--- config.mk ---
export PLATFORM = sky130hd
export DESIGN_NAME = ptimer_bank
export DESIGN_NICKNAME = d
export VERILOG_FILES = /design/src/rtl/ptimer_pkg.sv /design/src/rtl/ptimer_rstsync.sv /design/src/rtl/ptimer_chan.sv /design/src/rtl/ptimer_rdmux.sv /design/src/rtl/ptimer_bank.sv
export SDC_FILE = /design/constraint.sdc
export NUM_CORES = 1
export LEC_CHECK = 0
export BUFFER_PORTS_ARGS = -buffer_cell sky130_fd_sc_hd__buf_2
export CAP_MARGIN = 20
export CORE_MARGIN = 8
export CORE_UTILIZATION = 55
export DETAILED_ROUTE_END_ITERATION = 16
export PLACE_DENSITY = 0.75
export SYNTH_ARGS = -nofsm -noshare
export SYNTH_HDL_FRONTEND = slang
export SYNTH_HIERARCHICAL = 1
export SYNTH_SLANG_ARGS = --single-unit
--- constraint.sdc ---
create_clock -name clk -period 8.5 [get_ports clk]
set_input_delay 1.275 -clock clk [delete_from_list [all_inputs] [get_ports clk]]
set_output_delay 1.275 -clock clk [all_outputs]
set_load 0.1 [all_outputs]
--- src/rtl/ptimer_pkg.sv ---
package ptimer_pkg;
  // control register bit positions
  localparam int unsigned CTL_RUN  = 0;
  localparam int unsigned CTL_IEN  = 1;
  localparam int unsigned CTL_LINK = 2;
  localparam int unsigned CTL_W    = 3;

  // word offsets inside one channel group
  typedef enum logic [1:0] {
    OFS_RELOAD = 2'd0,
    OFS_COUNT  = 2'd1,
    OFS_CTRL   = 2'd2,
    OFS_FLAG   = 2'd3
  } ch_ofs_e;

  // first channel group starts at word 8 (block index 2)
  localparam int unsigned GRP_BASE_BLK = 2;
  localparam int unsigned HALT_ADDR    = 0;
endpackage

--- src/rtl/ptimer_rstsync.sv ---
module ptimer_rstsync (
  input  logic clk,
  input  logic arst_n,
  output logic srst_n
);
  logic [1:0] sync_q;

  always_ff @(posedge clk or negedge arst_n) begin
    if (!arst_n) sync_q <= 2'b00;
    else         sync_q <= {sync_q[0], 1'b1};
  end

  assign srst_n = sync_q[1];
endmodule

--- src/rtl/ptimer_chan.sv ---
module ptimer_chan
  import ptimer_pkg::*;
#(
  parameter int unsigned CNT_W     = 32,
  parameter bit          CHAINABLE = 1'b0
) (
  input  logic             clk,
  input  logic             rst_n,
  input  logic             halt_i,
  input  logic             link_tick_i,
  input  logic             wr_reload_i,
  input  logic             wr_ctrl_i,
  input  logic             wr_ack_i,
  input  logic [CNT_W-1:0] wdata_i,
  output logic [CNT_W-1:0] reload_o,
  output logic [CNT_W-1:0] count_o,
  output logic [CTL_W-1:0] ctrl_o,
  output logic             flag_o,
  output logic             step_o,
  output logic             expire_o,
  output logic             restart_o,
  output logic             irq_o
);
  logic [CNT_W-1:0] reload_q, reload_d;
  logic [CNT_W-1:0] count_q, count_d;
  logic             run_q, ien_q, link_q, flag_q, flag_d;
  logic             step, expire, restart, count_ce;

  // next-state logic
  always_comb begin
    restart  = wr_ctrl_i && wdata_i[CTL_RUN] && !run_q;
    step     = run_q && !halt_i && (link_q ? link_tick_i : 1'b1);
    expire   = step && (count_q == '0);
    count_ce = restart || step;
    if (restart || expire) count_d = reload_q;
    else                   count_d = count_q - 1'b1;
    reload_d = wdata_i;
    flag_d   = expire || (flag_q && !(wr_ack_i && wdata_i[0]));
  end

  // registers
  always_ff @(posedge clk or negedge rst_n) begin
    if (!rst_n) begin
      reload_q <= '0;
      count_q  <= '0;
      run_q    <= 1'b0;
      ien_q    <= 1'b0;
      flag_q   <= 1'b0;
    end else begin
      if (wr_reload_i) reload_q <= reload_d;
      if (count_ce)    count_q  <= count_d;
      if (wr_ctrl_i) begin
        run_q <= wdata_i[CTL_RUN];
        ien_q <= wdata_i[CTL_IEN];
      end
      flag_q <= flag_d;
    end
  end

  generate
    if (CHAINABLE) begin : g_link
      always_ff @(posedge clk or negedge rst_n) begin
        if (!rst_n)         link_q <= 1'b0;
        else if (wr_ctrl_i) link_q <= wdata_i[CTL_LINK];
      end
    end else begin : g_nolink
      assign link_q = 1'b0;
    end
  endgenerate

  assign reload_o  = reload_q;
  assign count_o   = count_q;
  assign ctrl_o    = {link_q, ien_q, run_q};
  assign flag_o    = flag_q;
  assign step_o    = step;
  assign expire_o  = expire;
  assign restart_o = restart;
  assign irq_o     = flag_q && ien_q;
endmodule

--- src/rtl/ptimer_rdmux.sv ---
module ptimer_rdmux
  import ptimer_pkg::*;
#(
  parameter int unsigned N_CH   = 4,
  parameter int unsigned CNT_W  = 32,
  parameter int unsigned ADDR_W = 6
) (
  input  logic [ADDR_W-1:0]                addr_i,
  input  logic                             halt_i,
  input  logic [N_CH-1:0][CNT_W-1:0]       reload_i,
  input  logic [N_CH-1:0][CNT_W-1:0]       count_i,
  input  logic [N_CH-1:0][CTL_W-1:0]       ctrl_i,
  input  logic [N_CH-1:0]                  flag_i,
  output logic [CNT_W-1:0]                 rdata_o
);
  localparam int unsigned BLK_W = ADDR_W - 2;

  always_comb begin
    rdata_o = '0;
    if (addr_i == ADDR_W'(HALT_ADDR)) rdata_o[0] = halt_i;
    for (int n = 0; n < N_CH; n++) begin
      if (addr_i[ADDR_W-1:2] == BLK_W'(GRP_BASE_BLK + n)) begin
        case (ch_ofs_e'(addr_i[1:0]))
          OFS_RELOAD: rdata_o = reload_i[n];
          OFS_COUNT:  rdata_o = count_i[n];
          OFS_CTRL:   rdata_o = CNT_W'(ctrl_i[n]);
          default:    rdata_o = CNT_W'(flag_i[n]);
        endcase
      end
    end
  end
endmodule

--- src/rtl/ptimer_bank.sv ---
module ptimer_bank
  import ptimer_pkg::*;
#(
  parameter int unsigned N_CH   = 4,
  parameter int unsigned CNT_W  = 32,
  parameter int unsigned ADDR_W = 6
) (
  input  logic              clk,
  input  logic              rst_n,
  input  logic              reg_we,
  input  logic [ADDR_W-1:0] reg_addr,
  input  logic [CNT_W-1:0]  reg_wdata,
  output logic [CNT_W-1:0]  reg_rdata,
  output logic [N_CH-1:0]   irq_o
);
  localparam int unsigned BLK_W = ADDR_W - 2;

  logic                       rst_sync_n;
  logic                       halt_q, halt_d, halt_ce;
  logic [N_CH-1:0][CNT_W-1:0] reload_w, count_w;
  logic [N_CH-1:0][CTL_W-1:0] ctrl_w;
  logic [N_CH-1:0]            flag_w, step_w, expire_w, restart_w;

  ptimer_rstsync u_rstsync (
    .clk    (clk),
    .arst_n (rst_n),
    .srst_n (rst_sync_n)
  );

  // global halt bit
  always_comb begin
    halt_ce = reg_we && (reg_addr == ADDR_W'(HALT_ADDR));
    halt_d  = reg_wdata[0];
  end

  always_ff @(posedge clk or negedge rst_sync_n) begin
    if (!rst_sync_n)  halt_q <= 1'b1;
    else if (halt_ce) halt_q <= halt_d;
  end

  generate
    for (genvar g = 0; g < N_CH; g++) begin : g_ch
      logic grp_hit, link_tick;
      assign grp_hit = reg_we && (reg_addr[ADDR_W-1:2] == BLK_W'(GRP_BASE_BLK + g));
      if (g == 1) begin : g_tick
        assign link_tick = expire_w[0];
      end else begin : g_notick
        assign link_tick = 1'b0;
      end

      ptimer_chan #(
        .CNT_W     (CNT_W),
        .CHAINABLE (g == 1)
      ) u_chan (
        .clk         (clk),
        .rst_n       (rst_sync_n),
        .halt_i      (halt_q),
        .link_tick_i (link_tick),
        .wr_reload_i (grp_hit && (reg_addr[1:0] == OFS_RELOAD)),
        .wr_ctrl_i   (grp_hit && (reg_addr[1:0] == OFS_CTRL)),
        .wr_ack_i    (grp_hit && (reg_addr[1:0] == OFS_FLAG)),
        .wdata_i     (reg_wdata),
        .reload_o    (reload_w[g]),
        .count_o     (count_w[g]),
        .ctrl_o      (ctrl_w[g]),
        .flag_o      (flag_w[g]),
        .step_o      (step_w[g]),
        .expire_o    (expire_w[g]),
        .restart_o   (restart_w[g]),
        .irq_o       (irq_o[g])
      );
    end
  endgenerate

  ptimer_rdmux #(
    .N_CH   (N_CH),
    .CNT_W  (CNT_W),
    .ADDR_W (ADDR_W)
  ) u_rdmux (
    .addr_i   (reg_addr),
    .halt_i   (halt_q),
    .reload_i (reload_w),
    .count_i  (count_w),
    .ctrl_i   (ctrl_w),
    .flag_i   (flag_w),
    .rdata_o  (reg_rdata)
  );
endmodule

==> metrics <==
outcome complete, no violations; Post-Synthesis Cell Area 0.0160 mm^2; CP startpoint reg_addr[0]; count of port buffers added during placement 76; Fin Setup TNS 0 ns; clk_skew between 0.015 and 0.02 ns; root buffer cell clkbuf_16; Slowest cell on crit path buf_4; die extent in x 187 um; critical setup path kind in -> out; Required @ worst endpoint 7.22 ns; path depth of the worst reg2reg path 11; hold_ws 0.313 ns; Crit. End Element primary output; wirelength, routed 52900 um; die outline height around 190 um; final-report setup violation count 0; post-CTS sizing 0; crit start category input port; fmax 189 MHz; CTS H-tree depth 1; most frequent CP cell buf_4; CTS Sinks 272; Final Net Count 1597; non-filler cells, final 1959; Initial Utilization 55.8%; CP arrival 4.03 ns; CTS clock-pin slew for the worst setup and hold paths approximately 0.06 ns; Vias per Instance roughly 7.1; Vias 14000; Mapped Nets 1559; clock insertion delay at the later pin of the skew report 0.57 ns; Pwr Density 240 mW/mm^2; row cnt 62; routability-driven placement congestion ratio 0.972; vias in the first global route 13200; initial antenna violation count 1; Syn. warnings 6; Initial DRT Pass Iterations 6; Tcrit/Tclk final 62.4%; Core Area 0.0287 mm^2; R2R Path Start g_ch[0].u_chan/count_o[0]$_DFFE_PN0P_; crit path max fanout 52; hold buffers post-CTS 0; VDD IR-drop max 0.189 mV; final hold vios 0; 1st-iter DRT viols 1776; DR DRC count 0; grt ovf 0; crit-path cells buf_4 > buf_4 > mux4_2 > a22oi_1 > o22ai_1 > buf_2; HPWL after detailed placement 38700 um; Avg Inst Size Synth about 11 um^2; cell count after synthesis 1514; mean routed wirelength per cell approximately 27 um; placed cells 1903; Critical Path Max Stage Delay 0.83 ns; HP Class reg -> async; RSZ-0062 raised after global routing no; CTS Buffer Depth 3; LEAKAGE between 7 and 8 nW; ANT cells 0; area grow syn2layout 9.76%; Rel. slew slack 23.6%; Tightest Pin Transition 1.14 ns; pin count of the biggest net entering global routing roughly 160; num ports 77; postcts setup bufs 0; max-slew violations 0; Tmin final ~5.3 ns; first-pass GRT wire length 81300 um; CTS tree done; die area 0.0348 mm^2; total CTS buffers 31; total track usage 29.4%; Max-cap violations 0; post-route antenna net violation count 0; share of cells above drive strength 1 26.3%
[worst max-delay path: cells and delay by family]
family / cells / cell delay (ns)
buf+inv: 3 / 1.68
compound gates: 2 / 0.39
mux: 1 / 0.61
[registers in the layout (all words and copies together), names as in the netlist]
name,flops
g_ch.u_chan/run_q,4
g_ch.u_chan/reload_o,128
g_ch.u_chan/flag_o,4
g_ch.u_chan/ien_q,4
g_ch.u_chan/link_q,1
u_rstsync/sync_q,2
halt_q,1
g_ch.u_chan/count_o,128
[layout make-up]
cell class	instances	area, um^2
clock buffers	50	947
repair buffers	99	576
flip-flops and latches	272	6810
clock inverters	6	105
multi-input cells	1123	8570
fillers	2374	11100
well taps	384	480
inverters	25	93.8
[power by group]
part	leakage, nW	switching, mW	internal [mW]
Sequential	3.32	0.382	1.52
Clock	0.519	0.537	0.843
Combinational	3.31	0.532	0.404
Total	7.14	1.45	2.76
[metrics by stage]
step	utilization (%)	total power, mW	setup slack (ns)	instance area (um^2)
floorplan	-	2.48	0.360	16000
global placement	57.5	2.78	3.22	16500
detailed placement	57.6	2.82	3.18	16500
CTS	61.3	4.19	3.18	17600
global route	61.3	4.37	2.98	17600
finish	61.3	4.22	3.20	17600
[cells in the final DEF, fill, tap and decap left out, types with 8 or more instances in the layout]
cell type	n
o21ai_0	56
mux2_2	137
o21a_1	9
or3_1	35
nor3_1	53
nand4_1	30
mux4_2	58
nor2b_1	10
o311ai_0	18
buf_2	75
clkbuf_1	9
a211oi_1	23
nor2_1	132
or4_1	14
nor4_1	37
nor4_2	16
clkbuf_8	10
inv_1	21
nand3_1	67
buf_4	22
a21oi_1	41
o211ai_1	15
dfrtp_1	270
nand2b_1	10
clkbuf_16	31
o22ai_1	8
mux2i_1	15
a22oi_1	36
nor3_2	11
nand2_1	134
[routing by layer]
| metal | routed length [um] | part of all wire [%] | vias up | track usage, % |
|---|---|---|---|---|
| li1 | - | - | 5888 | - |
| met1 | 21400 | 40 | 6953 | 41.8 |
| met2 | 23300 | 44 | 968 | 44.2 |
| met3 | 5470 | 10 | 193 | 4.88 |
| met4 | 2740 | 5.2 | 2 | 12.6 |
| met5 | 13 | 0.025 | - | 0 |
[path summary, 6_finish.rpt]
kind | to | slack [ns]
max reg2reg | g_ch[1].u_chan/count_o[9]$_DFFE_PN0P_ | 3.79
min reg2reg | g_ch[3].u_chan/reload_o[11]$_DFFE_PN0P_ | 0.31
min in group clk | u_rstsync/sync_q[1]$_DFF_PN0_ | 0.35
min | g_ch[3].u_chan/reload_o[11]$_DFFE_PN0P_ | 0.31
max | reg_rdata[17] | 3.20
max in group asynchronous | g_ch[0].u_chan/reload_o[0]$_DFFE_PN0P_ | 5.97
Power figures use the tool's default switching activity.
